## src/rtl/cursorOverlayPkg.sv

```systemverilog
package cursorOverlayPkg;
  typedef struct packed {
    logic issueFetch;
    logic loadRow;
    logic loadClear;
    logic latchPos;
  } curStrobes_t;
endpackage

```

## src/rtl/cursorCtrl.sv

```systemverilog
module cursorCtrl
  import cursorOverlayPkg::*;
(
  input  logic        clk,
  input  logic        rstN,
  input  logic        lineStart,
  input  logic        frameStart,
  input  logic        rowHit,
  input  logic        memRdValid,
  output curStrobes_t strobes,
  output logic        memRdReq
);
  typedef enum logic {ST_IDLE, ST_WAIT} ctrlState_t;
  ctrlState_t state;

  always_comb begin
    strobes.issueFetch = (state == ST_IDLE) && lineStart && rowHit;
    strobes.loadClear  = (state == ST_IDLE) && lineStart && !rowHit;
    strobes.loadRow    = (state == ST_WAIT) && memRdValid;
    strobes.latchPos   = frameStart;
  end

  always_ff @(posedge clk or negedge rstN) begin
    if (!rstN) begin
      state    <= ST_IDLE;
      memRdReq <= 1'b0;
    end else begin
      memRdReq <= strobes.issueFetch;
      if (strobes.issueFetch)   state <= ST_WAIT;
      else if (strobes.loadRow) state <= ST_IDLE;
    end
  end
endmodule

```

## src/rtl/cursorDatapath.sv

```systemverilog
module cursorDatapath
  import cursorOverlayPkg::*;
#(
  parameter int PIX_W      = 8,
  parameter int COORD_W    = 11,
  parameter int BASE_W     = 14,
  parameter int BASE_SHIFT = 8,
  parameter int CUR_SIZE   = 64,
  localparam int ADDR_W    = BASE_W + BASE_SHIFT,
  localparam int DATA_W    = 2 * CUR_SIZE * CUR_SIZE / CUR_SIZE,
  localparam int ROW_W     = $clog2(CUR_SIZE)
)(
  input  logic               clk,
  input  logic               rstN,
  input  logic               regWrEn,
  input  logic [2:0]         regIdx,
  input  logic [7:0]         regWrData,
  input  curStrobes_t        strobes,
  input  logic [COORD_W-1:0] rasterY,
  input  logic               pixValid,
  input  logic [COORD_W-1:0] rasterX,
  input  logic [PIX_W-1:0]   screenPix,
  input  logic [DATA_W-1:0]  memRdData,
  output logic               rowHit,
  output logic [ADDR_W-1:0]  memRdAddr,
  output logic               outValid,
  output logic [PIX_W-1:0]   outPix
);
  localparam int ROW_BYTES = DATA_W / 8;
  localparam int BYTE_SH   = $clog2(ROW_BYTES);

  logic [COORD_W-1:0] shadowX, shadowY, actX, actY;
  logic [BASE_W-1:0]  baseReg;
  logic               enable;
  logic [CUR_SIZE-1:0] andRow, xorRow, andNext, xorNext;

  // register write port
  always_ff @(posedge clk or negedge rstN) begin
    if (!rstN) begin
      shadowX <= '0; shadowY <= '0; baseReg <= '0; enable <= 1'b0;
    end else if (regWrEn) begin
      case (regIdx)
        3'd0: shadowX[7:0]         <= regWrData;
        3'd1: shadowX[COORD_W-1:8] <= regWrData[COORD_W-9:0];
        3'd2: shadowY[7:0]         <= regWrData;
        3'd3: shadowY[COORD_W-1:8] <= regWrData[COORD_W-9:0];
        3'd4: baseReg[7:0]         <= regWrData;
        3'd5: baseReg[BASE_W-1:8]  <= regWrData[BASE_W-9:0];
        3'd6: enable               <= regWrData[0];
        default: ;
      endcase
    end
  end

  // active position, loaded at frame start
  always_ff @(posedge clk or negedge rstN) begin
    if (!rstN) begin
      actX <= '0; actY <= '0;
    end else if (strobes.latchPos) begin
      actX <= shadowX; actY <= shadowY;
    end
  end

  // row compare and fetch address
  logic [COORD_W:0]    rowOff;
  logic [ROW_W-1:0]    rowIdx;
  logic [ADDR_W-1:0]   fetchAddr;
  always_comb begin
    rowOff    = {1'b0, rasterY} - {1'b0, actY};
    rowIdx    = rowOff[ROW_W-1:0];
    rowHit    = enable && !rowOff[COORD_W] && (rowOff < (COORD_W+1)'(CUR_SIZE));
    fetchAddr = {baseReg, {BASE_SHIFT{1'b0}}} + (ADDR_W'(rowIdx) << BYTE_SH);
  end

  always_ff @(posedge clk or negedge rstN) begin
    if (!rstN) memRdAddr <= '0;
    else if (strobes.issueFetch) memRdAddr <= fetchAddr;
  end

  // unpack planes: column c uses byte c/8, bit 7 - c%8
  for (genvar c = 0; c < CUR_SIZE; c++) begin : g_col
    assign andNext[c] = memRdData[8*(c/8) + 7 - (c%8)];
    assign xorNext[c] = memRdData[CUR_SIZE + 8*(c/8) + 7 - (c%8)];
  end

  always_ff @(posedge clk or negedge rstN) begin
    if (!rstN) begin
      andRow <= '1; xorRow <= '0;
    end else if (strobes.loadRow) begin
      andRow <= andNext; xorRow <= xorNext;
    end else if (strobes.loadClear) begin
      andRow <= '1; xorRow <= '0;
    end
  end

  // pixel combine
  logic [COORD_W:0] colOff;
  logic [ROW_W-1:0] col;
  logic             inWin;
  logic [PIX_W-1:0] mixPix;
  always_comb begin
    colOff = {1'b0, rasterX} - {1'b0, actX};
    col    = colOff[ROW_W-1:0];
    inWin  = enable && !colOff[COORD_W] && (colOff < (COORD_W+1)'(CUR_SIZE));
    mixPix = inWin ? ((screenPix & {PIX_W{andRow[col]}}) ^ {PIX_W{xorRow[col]}})
                   : screenPix;
  end

  always_ff @(posedge clk or negedge rstN) begin
    if (!rstN) begin
      outValid <= 1'b0; outPix <= '0;
    end else begin
      outValid <= pixValid;
      if (pixValid) outPix <= mixPix;
    end
  end
endmodule

```

## src/rtl/cursorOverlay.sv

```systemverilog
module cursorOverlay
  import cursorOverlayPkg::*;
#(
  parameter int PIX_W      = 8,
  parameter int COORD_W    = 11,
  parameter int BASE_W     = 14,
  parameter int BASE_SHIFT = 8,
  parameter int CUR_SIZE   = 64,
  localparam int ADDR_W    = BASE_W + BASE_SHIFT,
  localparam int DATA_W    = 2 * CUR_SIZE
)(
  input  logic               clk,
  input  logic               rstN,
  input  logic               regWrEn,
  input  logic [2:0]         regIdx,
  input  logic [7:0]         regWrData,
  input  logic               frameStart,
  input  logic               lineStart,
  input  logic [COORD_W-1:0] rasterY,
  input  logic               pixValid,
  input  logic [COORD_W-1:0] rasterX,
  input  logic [PIX_W-1:0]   screenPix,
  input  logic               memRdValid,
  input  logic [DATA_W-1:0]  memRdData,
  output logic               memRdReq,
  output logic [ADDR_W-1:0]  memRdAddr,
  output logic               outValid,
  output logic [PIX_W-1:0]   outPix
);
  curStrobes_t strobes;
  logic        rowHit;

  cursorCtrl ctrl_i (
    .clk(clk), .rstN(rstN), .lineStart(lineStart), .frameStart(frameStart),
    .rowHit(rowHit), .memRdValid(memRdValid), .strobes(strobes), .memRdReq(memRdReq)
  );

  cursorDatapath #(
    .PIX_W(PIX_W), .COORD_W(COORD_W), .BASE_W(BASE_W),
    .BASE_SHIFT(BASE_SHIFT), .CUR_SIZE(CUR_SIZE)
  ) dp_i (
    .clk(clk), .rstN(rstN), .regWrEn(regWrEn), .regIdx(regIdx), .regWrData(regWrData),
    .strobes(strobes), .rasterY(rasterY), .pixValid(pixValid), .rasterX(rasterX),
    .screenPix(screenPix), .memRdData(memRdData), .rowHit(rowHit),
    .memRdAddr(memRdAddr), .outValid(outValid), .outPix(outPix)
  );
endmodule

```

## config.mk

```make
export PLATFORM = sky130hd
export DESIGN_NAME = cursorOverlay
export DESIGN_NICKNAME = d
export VERILOG_FILES = /design/src/rtl/cursorOverlayPkg.sv /design/src/rtl/cursorCtrl.sv /design/src/rtl/cursorDatapath.sv /design/src/rtl/cursorOverlay.sv
export SDC_FILE = /design/constraint.sdc
export NUM_CORES = 1
export LEC_CHECK = 0
export ABC_AREA = 1
export CORE_ASPECT_RATIO = 0.8
export CORE_UTILIZATION = 69
export DETAILED_ROUTE_END_ITERATION = 16
export DONT_BUFFER_PORTS = 1
export PLACE_DENSITY = 0.85
export SYNTH_ARGS = -nofsm -noshare
export SYNTH_HDL_FRONTEND = slang
export SYNTH_SLANG_ARGS = --single-unit
```

## constraint.sdc

```tcl
create_clock -name clk -period 7 [get_ports clk]
set_input_delay 1.05 -clock clk [delete_from_list [all_inputs] [get_ports clk]]
set_output_delay 1.05 -clock clk [all_outputs]
set_load 0.01 [all_outputs]
```

==> impl_metrics.ini, run 1 <==
[run_status]
status = completed

[critical_path]
startpoint = rasterX[0]
cp.arrival_ns = 4.24
cp_common_cell = nand3_1
worst_path_max_delay_cell = fa_2
critical_path_class = in -> reg
worstPathRequired_ns = 7.44
crit_path_end_kind = register
path_cells = inv_1 -> ha_2 -> inv_1 -> fa_2 -> inv_2 -> nor2_1 -> o21ai_0 -> nand3_1 -> nand3_1 -> nand3_1 -> nand3_2 -> nand2_4 -> nand2_2 -> nand2_1 -> nand3_1 -> nand2_1
rrSetupSlack_ns = 3.43
cpPeakStageDelay_ns = 1.14
startpoint_type = input pin
reg2reg_from = dp_i.actX[0]
cp_max_fo = 37

[yosys]
synth_seq_cells = 216
avgSynthCellArea_um2 = 7.66
ys_warn_count = 0
synthCells = 1527
synth-seq-area-share = 0.469
synth_top_area_cell = dfrtp_1
synth_cell_types = 35
yosys-top-cells-area = dfrtp_1, nand2_1, dfstp_2
syn_area_mm2 = 0.0117
synth_top_area_share = 0.325

[clocking]
clk_path_buf_depth = 3
cts_resized = 0
cts_setup_buffers = 0
clk_pin_slew_ns = 0.07
htree_levels = 1
root_buffer = clkbuf_16
numCtsBuffers = 22
cts_hold_buffers = 0
tritoncts_num_sinks = 216
clock_latency_ns = 0.50
cts_tree = built

[timing]
finalCritPeriodShare = 0.543
setup_viol = 0
setup_tns_ns = 0
whs_ns = 0.243
worst_pin_slew_ns = 1.15
rsz0062_at_grt = no
clock.fmax_mhz = 263
fin_crit_ns = 3.80
finalHoldViolations = 0
fin_ws_ns = 3.20
slew_viol_final = 0
max_slew_margin = 0.232
finClkSkew_ns = 0.00913

[detailed_routing]
post_drt_via_cell_ratio = 5.81
dr.first_iter.drc_count = 851
first_pass_iters = 5
drc = 0
route.vias.total = 9925
wl_um = 27900
wl_per_cell_um = 16.3
antenna_left = 0

[finish]
ff_latch_area_mm2 = 0.00549
fin_area_mm2 = 0.0124
fillers = 1230
nets = 1675
multiInputGateArea_mm2 = 0.00544
finalNonFillerCells = 1709
area_growth_pct = 6.03
drive_gt1_frac = 0.130
fin_util = 0.749

[grt]
overflow = 0
antenna_found_initial = 1
grt_usage = 0.327
grt_pass1_wl_um = 46000
first_global_vias = 9367
grt_start_max_net_pins = 217

[placed_design]
placed_cell_area_mm2 = 0.0116
place_congestion = 0.853
portBuffers = 0
dpl_worst_slack_ns = 2.74
placedCellCount = 1668
dp_hpwl_um = 17800

[floorplan]
core_area_mm2 = 0.0166
rows = 42
start_util = 0.706
io_pins = 208
chipHeight_um = 118
die_w_um = 148
die_area_mm2 = 0.0175

[worst_hold_path]
worstHoldPathType = in -> async

[job]
maxCapViolations = 0

[power_and_ir_drop]
p_per_area_mw_per_mm2 = 322
total_power_mw = 4.00
power.leakage_nw = 6.37
max-vdd-ir-drop_uv = 188
[kinds of logic (layout without fill, tap and decap cells)]
| family | after synthesis | in the layout | synth area share |
|---|---|---|---|
| buffers and inverters | 174 | 132 | 0.0684 |
| DFF | 216 | 216 | 0.469 |
| and+or+nand+nor | 969 | 969 | 0.360 |
| AOI/OAI and AO/OA | 116 | 116 | 0.0514 |
| muxes | 2 | 2 | 0.00193 |
| adders and majority gates | 27 | 27 | 0.0308 |
| other | 1 | 5 | 0.000321 |
| xor gates and xnor gates | 22 | 22 | 0.0184 |
[Yosys cell counts]
| master | instances |
|---|---|
| a21o_1 | 2 |
| a21oi_1 | 13 |
| a31oi_1 | 4 |
| buf_1 | 10 |
| buf_2 | 18 |
| buf_4 | 7 |
| buf_6 | 13 |
| clkbuf_1 | 37 |
| conb_1 | 1 |
| dfrtp_1 | 152 |
| dfstp_2 | 64 |
| fa_1 | 3 |
| ha_1 | 24 |
| inv_1 | 85 |
| inv_2 | 4 |
| mux2_2 | 2 |
| nand2_1 | 560 |
| nand2_2 | 5 |
| nand2_4 | 2 |
| nand3_1 | 259 |
| nand3_2 | 2 |
| nand3b_1 | 1 |
| nand4_1 | 9 |
| nor2_1 | 60 |
| nor2_2 | 1 |
| nor2_4 | 1 |
| nor3_1 | 4 |
| o21ai_0 | 90 |
| o21ai_1 | 3 |
| o21bai_1 | 4 |
| or2_2 | 65 |
| xnor2_1 | 8 |
| xnor2_2 | 1 |
| xor2_1 | 11 |
| xor2_2 | 2 |
[placed cells by master, fill, tap and decap left out, types with 2 or more instances in the layout]
cell	count
nand2_1	558
clkinv_2	5
a21o_1	2
xor2_1	11
o21ai_1	3
ha_1	23
mux2_2	2
nand2_4	4
dfstp_2	64
buf_4	3
nor2_1	60
conb_1	4
a21oi_1	13
dfrtp_1	152
a31oi_1	4
or2_2	65
inv_2	4
o21bai_1	4
o21ai_0	90
clkbuf_16	23
nor3_1	4
xor2_2	2
clkbuf_1	3
fa_1	2
nand2_2	5
nand3_1	259
bufinv_16	7
nand3_2	2
nand4_1	9
xnor2_1	8
inv_1	85
[layout make-up]
type                            count  share of cell area
Inverter                           89              0.0269
Multi-Input combinational cell   1140               0.439
Sequential cell                   216               0.442
Clock buffer                       26              0.0473
Clock inverter                     14              0.0204
Timing Repair Buffer                3             0.00182
Antenna cell                        1            0.000202
Tap cell                          220              0.0222
[flip-flops by register name (all words and copies together), names as in the netlist]
| name | flops |
|---|---|
| dp_i.andRow | 64 |
| dp_i.xorRow | 64 |
| dp_i.memRdAddr | 18 |
| dp_i.baseReg | 14 |
| dp_i.actX | 11 |
| dp_i.actY | 11 |
| dp_i.shadowX | 11 |
| dp_i.shadowY | 11 |
| dp_i.outPix | 8 |
| ctrl_i.memRdReq | 1 |
| ctrl_i.state | 1 |
| dp_i.enable | 1 |
| dp_i.outValid | 1 |
[critical path: cells and delay by family]
kind | cells | cell delay [ns]
AOI/OAI and AO/OA | 1 | 0.11
adders and majority gates | 2 | 1.29
buffers and inverters | 3 | 0.60
and+or+nand+nor | 10 | 1.17
[final timing paths]
path,to,depth (start not counted)
worst max-delay path,dp_i.outPix[0],16
worst min-delay path,dp_i.xorRow[46],0
worst max register to register,dp_i.outPix[0],15
worst min register to register,dp_i.actX[2],2
max in group asynchronous,dp_i.andRow[19],0
min in group clk,dp_i.actX[2],2
[power breakdown]
part           switching, mW  total [mW]  internal (mW)
clock network          0.497        1.36          0.861
logic                  0.697        1.04          0.344
registers              0.128        1.60           1.47
[per-layer routing]
layer / vias up / global-route usage / part of all wire
met4: 0 / 0.0979 / 0.025
li1: 4780 / - / -
met3: 51 / 0.0498 / 0.084
met2: 398 / 0.495 / 0.45
met5: - / 0 / 0
met1: 4696 / 0.487 / 0.44
No activity file was read; power rests on OpenSTA's default activity.
==> run 2, diff against run 1 <==
--- a/config.mk
+++ b/config.mk
@@ -7,10 +7,10 @@
 export LEC_CHECK = 0
 export ABC_AREA = 1
 export CORE_ASPECT_RATIO = 0.8
-export CORE_UTILIZATION = 69
+export CORE_UTILIZATION = 58
 export DETAILED_ROUTE_END_ITERATION = 16
 export DONT_BUFFER_PORTS = 1
-export PLACE_DENSITY = 0.85
+export PLACE_DENSITY = 0.76
 export SYNTH_ARGS = -nofsm -noshare
 export SYNTH_HDL_FRONTEND = slang
 export SYNTH_SLANG_ARGS = --single-unit
==> constraint.sdc (replaced) <==
create_clock -name clk -period 3.1 [get_ports clk]
set_input_delay 0.465 -clock clk [delete_from_list [all_inputs] [get_ports clk]]
set_output_delay 0.465 -clock clk [all_outputs]
set_load 0.01 [all_outputs]
==> run 2 against run 1 <==
Net effect: the flow now finishes with violations (hold timing); register-to-register slack got worse by 3.3 ns; critical path depth rose by 1; clock skew up 0.0034 ns; global-route usage is 5.4 points lower; non-clock buffer count grew 27; cell area rose by 2.3%; flip-flop and latch count stayed put; clock-buffer cell count grew 6; total power up 120%; core utilization shrank 11 points; critical endpoint is now dp_i.memRdAddr[20]; largest power group unchanged; highest routed layer unchanged.
==> impl_metrics.ini, run 2 (same netlist as run 1, synthesis figures left out) <==
[run_status]
status = complete, but fails checks
violations = hold timing

[finish]
reg_top3 = dp_i.andRow x64, dp_i.xorRow x64, dp_i.memRdAddr x18
fin_area_mm2 = 0.0127
drive_gt1_frac = 0.150
finalNonFillerCells = 1781
layout_commonest_cell = nand2_1
mostFrequentLayoutCells = nand2_1, nand3_1, dfrtp_1
nets = 1703
area_growth_pct = 8.51

[timing]
worst_pin_slew_ns = 0.919
max_slew_margin = 0.387
clock.fmax_mhz = 338
setup_viol = 0
finalCritPeriodShare = 0.955
slew_viol_final = 0
finClkSkew_ns = 0.0125
finalHoldViolations = 216
fin_crit_ns = 2.96
whs_ns = -0.341

[clocking]
htree_levels = 1
cts_tree = built
root_buffer = clkbuf_16
numCtsBuffers = 23
clk_pin_slew_ns = 0.06
tritoncts_num_sinks = 216
clk_path_buf_depth = 3
cts_hold_buffers = 1
clock_latency_ns = 0.50

[placed_design]
place_congestion = 0.866
portBuffers = 0
placed_cell_area_mm2 = 0.0118
placedCellCount = 1734
dp_hpwl_um = 18900

[critical_path]
worst_path_max_delay_cell = fa_1
path_buf_inv = 3
path_cells = ha_1 -> inv_1 -> fa_1 -> nand3_1 -> nand3_1 -> xor2_1 -> inv_1 -> ha_1 -> inv_1 -> fa_2 -> nor2_4 -> nand3_2 -> nor2_2 -> nand4_1 -> xnor2_1 -> nand2_1 -> nand2_1
startpoint_type = register
cpPeakStageDelay_ns = 0.41
critPathTopFamily = adder cells
crit_path_end_kind = register
cp.arrival_ns = 3.40
cp_max_fo = 3
worstPathRequired_ns = 3.54
critical_path_class = reg -> reg
cp_common_cell = inv_1

[floorplan]
core_area_mm2 = 0.0198
rows = 46
start_util = 0.591
io_pins = 208
chipHeight_um = 129
die_area_mm2 = 0.0207
die_w_um = 161

[power_and_ir_drop]
power.leakage_nw = 6.50
total_power_mw = 8.89
p_per_area_mw_per_mm2 = 701
max-vdd-ir-drop_uv = 458

[grt]
antenna_found_initial = 1
grt_pass1_wl_um = 45500
grt_usage = 0.273
first_global_vias = 9038
overflow = 0
grt_start_max_net_pins = 217

[detailed_routing]
wl_per_cell_um = 16.1
dr.first_iter.drc_count = 1044
route.vias.total = 9924
wl_um = 28600
post_drt_via_cell_ratio = 5.57
first_pass_iters = 11
antenna_left = 0
drc = 0

[job]
maxCapViolations = 0

[worst_hold_path]
worstHoldPathType = in -> async
## run 2: worst register-to-register path: cells and delay by family, from the launching register on
family | cells | cell delay, ns
AND/OR/NAND/NOR | 8 | 0.86
adder cells (fa/ha/maj) | 4 | 1.12
buffers and inverters | 3 | 0.20
flip-flops | 1 | 0.34
XOR/XNOR | 2 | 0.37
## run 2: stage by stage
step	setup TNS, ns	setup slack, ns	util
after detailed placement	-0.0790	-0.0605	0.598
after CTS	0	0.0547	0.638
final	0	0.140	0.641
after global routing	-0.0787	-0.0474	0.641
after global placement	0	0.0369	0.598
after floorplan	0	0.0847	-
## run 2: cell type report
class                   count  area, um2
clock buffers              32        681
multi-input cells        1140       5470
well taps                 264        330
diodes                      1       2.50
clock inverters             9       95.1
repair buffers             30        290
inverters                  89        334
fillers                  1719       7110
flip-flops and latches    216       5490
## run 2: layer usage
layer	up-vias	GRT usage	routed length [um]
met3	48	0.0480	2210
met5	-	0	0
met4	0	0.0660	590
met1	4651	0.405	13200
li1	4829	-	-
met2	396	0.417	12600
## run 2: worst paths after layout
check / to / slack, ns / depth (start not counted) / from
setup / recovery: dp_i.memRdAddr[20] / 0.14 / 17 / dp_i.actY[0]
hold / removal: dp_i.xorRow[60] / -0.34 / 0 / rstN
setup reg to reg: dp_i.memRdAddr[20] / 0.14 / 17 / dp_i.actY[0]
hold reg to reg: dp_i.actX[2] / 0.48 / 2 / dp_i.shadowX[2]
max in group asynchronous: dp_i.andRow[3] / 3.10 / 0 / rstN
min in group clk: dp_i.actX[9] / 0.07 / 1 / frameStart
## run 2: repair_timing
item | 4_1_cts | 5_1_grt
buffers inserted | 0 | 4
setup endpoints to repair | 0 | 4
hold endpoints to repair | 217 | 216
gates resized for setup | 0 | 9
## run 2: power breakdown
group	switching, mW	internal, mW
combinational	1.61	0.877
sequential	0.297	3.32
clock	1.09	1.69
==> run 3, diff against run 2 <==
--- a/config.mk
+++ b/config.mk
@@ -10,6 +10,7 @@
 export CORE_UTILIZATION = 58
 export DETAILED_ROUTE_END_ITERATION = 16
 export DONT_BUFFER_PORTS = 1
+export HOLD_SLACK_MARGIN = 0.1
 export PLACE_DENSITY = 0.76
 export SYNTH_ARGS = -nofsm -noshare
 export SYNTH_HDL_FRONTEND = slang
==> run 3 against run 2 <==
Net effect: the flow still finishes with violations (hold timing); clock power hardly changed; total power is 0.82% higher; first-iteration DRC count is 10% higher; critical endpoint is now dp_i.memRdAddr[18].
==> impl_metrics.ini, run 3 (same netlist as run 1, synthesis figures left out) <==
[finish]
reg_top3 = dp_i.andRow x64, dp_i.xorRow x64, dp_i.memRdAddr x18
mostFrequentLayoutCells = nand2_1, nand3_1, dfrtp_1
drive_gt1_frac = 0.146
fillers = 1648
fin_area_mm2 = 0.0132
layout_commonest_cell = nand2_1
multiInputGateArea_mm2 = 0.00547
area_growth_pct = 12.7
nets = 1752
ff_latch_area_mm2 = 0.00549
finalNonFillerCells = 1831

[timing]
finClkSkew_ns = 0.00999
whs_ns = -0.342
fin_crit_ns = 3.01
setup_tns_ns = 0
worst_pin_slew_ns = 1.15
max_slew_margin = 0.232
clock.fmax_mhz = 332
finalCritPeriodShare = 0.971
slew_viol_final = 0
fin_ws_ns = 0.0899
finalHoldViolations = 216
setup_viol = 0

[floorplan]
io_pins = 208
chipHeight_um = 129
start_util = 0.591
core_area_mm2 = 0.0198
die_w_um = 161
die_area_mm2 = 0.0207
rows = 46

[clocking]
root_buffer = clkbuf_16
numCtsBuffers = 23
htree_levels = 1
clock_latency_ns = 0.50
tritoncts_num_sinks = 216
cts_tree = built
clk_pin_slew_ns = 0.06
clk_path_buf_depth = 3

[critical_path]
cp_common_cell = inv_1
cp_max_fo = 3
startpoint_type = register
cpPeakStageDelay_ns = 0.41
critPathTopFamily = adder cells
path_buf_inv = 4
critical_path_class = reg -> reg
path_cells = ha_1 -> inv_1 -> fa_1 -> nand3_1 -> nand3_1 -> xor2_1 -> inv_1 -> ha_1 -> inv_1 -> fa_2 -> nor2_4 -> nand3_2 -> buf_4 -> nor2_1 -> xnor2_1 -> o21ai_0
worstPathRequired_ns = 3.48
cp.arrival_ns = 3.39
crit_path_end_kind = register
worst_path_max_delay_cell = fa_1

[placed_design]
placed_cell_area_mm2 = 0.0118
dp_hpwl_um = 18900
placedCellCount = 1734
place_congestion = 0.866
portBuffers = 0
dpl_worst_slack_ns = -0.0605

[power_and_ir_drop]
p_per_area_mw_per_mm2 = 680
power.leakage_nw = 6.70
netSwitchingFraction = 0.338
p_int_mw = 5.93
max-vdd-ir-drop_uv = 459
clkPwrFrac = 0.312
power.switching_mw = 3.03
pwr-share-comb = 0.285
p_seq_frac = 0.403

[detailed_routing]
dr.first_iter.drc_count = 1151
wl_per_cell_um = 16.4
route.vias.total = 10300
post_drt_via_cell_ratio = 5.60
first_pass_iters = 12
wl_um = 30100
antenna_left = 0
drc = 0

[grt]
grt_start_max_net_pins = 217
first_global_vias = 9442
overflow = 0
grt_pass1_wl_um = 47300
grt_usage = 0.284
antenna_found_initial = 2

[run_status]
status = complete, but fails checks
violations = hold timing

[worst_hold_path]
worstHoldPathType = in -> async

[job]
maxCapViolations = 0
[run 3: what timing repair did]
item / CTS / global route
buffers inserted: 0 / 4
endpoints found under the hold margin: 288 / 219
hold buffers: 47 / 3
resized for setup: 0 / 9
endpoints found under the setup margin: 0 / 4
[run 3: worst paths after layout]
path,from,end,cells after the start,slack (ns)
worst max-delay path,dp_i.actY[0],dp_i.memRdAddr[18],16,0.09
worst min-delay path,rstN,dp_i.xorRow[60],0,-0.34
worst max register to register,dp_i.actY[0],dp_i.memRdAddr[18],16,0.09
worst min register to register,dp_i.andRow[35],dp_i.andRow[35],2,0.48
max in group asynchronous,rstN,dp_i.andRow[3],0,3.13
min in group clk,frameStart,dp_i.actX[7],2,0.11
[run 3: worst register-to-register path: cells and delay by family (launching register included)]
kind            cells  cell delay [ns]
fa+ha+maj           4             1.12
flops               1             0.34
compound gates      1             0.09
simple gates        5             0.65
buf+inv             4             0.37
xor+xnor            2             0.31
[run 3: per-layer routing]
metal / wire (um) / track usage
met4: 653 / 0.0782
met5: 0 / 0
met1: 13600 / 0.414
met2: 13600 / 0.441
met3: 2300 / 0.0474
[run 3: stage by stage]
| step | total power, mW | utilization |
|---|---|---|
| 2_1_floorplan | 5.42 | - |
| 3_3_place_gp | 6.02 | 0.598 |
| 3_5_place_dp | 6.09 | 0.598 |
| 4_1_cts | 8.96 | 0.661 |
| 5_1_grt | 9.48 | 0.666 |
| 6_report | 8.96 | 0.666 |
[run 3: cell type report]
class | count | share of cell area
inverter | 89 | 0.0253
sequential | 216 | 0.416
clock buffer | 32 | 0.0516
antenna | 2 | 0.000380
timing repair buffer | 79 | 0.0592
clock inverter | 9 | 0.00721
tap | 264 | 0.0251
multi-input combinational | 1140 | 0.415
[run 3: power by group through the flow]
stage               logic, mW  registers (mW)  clock network, mW
global route             2.87            3.66               2.95
floorplan                1.85            3.58                  0
detailed placement       2.44            3.65                  0
CTS                      2.52            3.61               2.83
global placement         2.38            3.64                  0
finish                   2.55            3.61               2.79
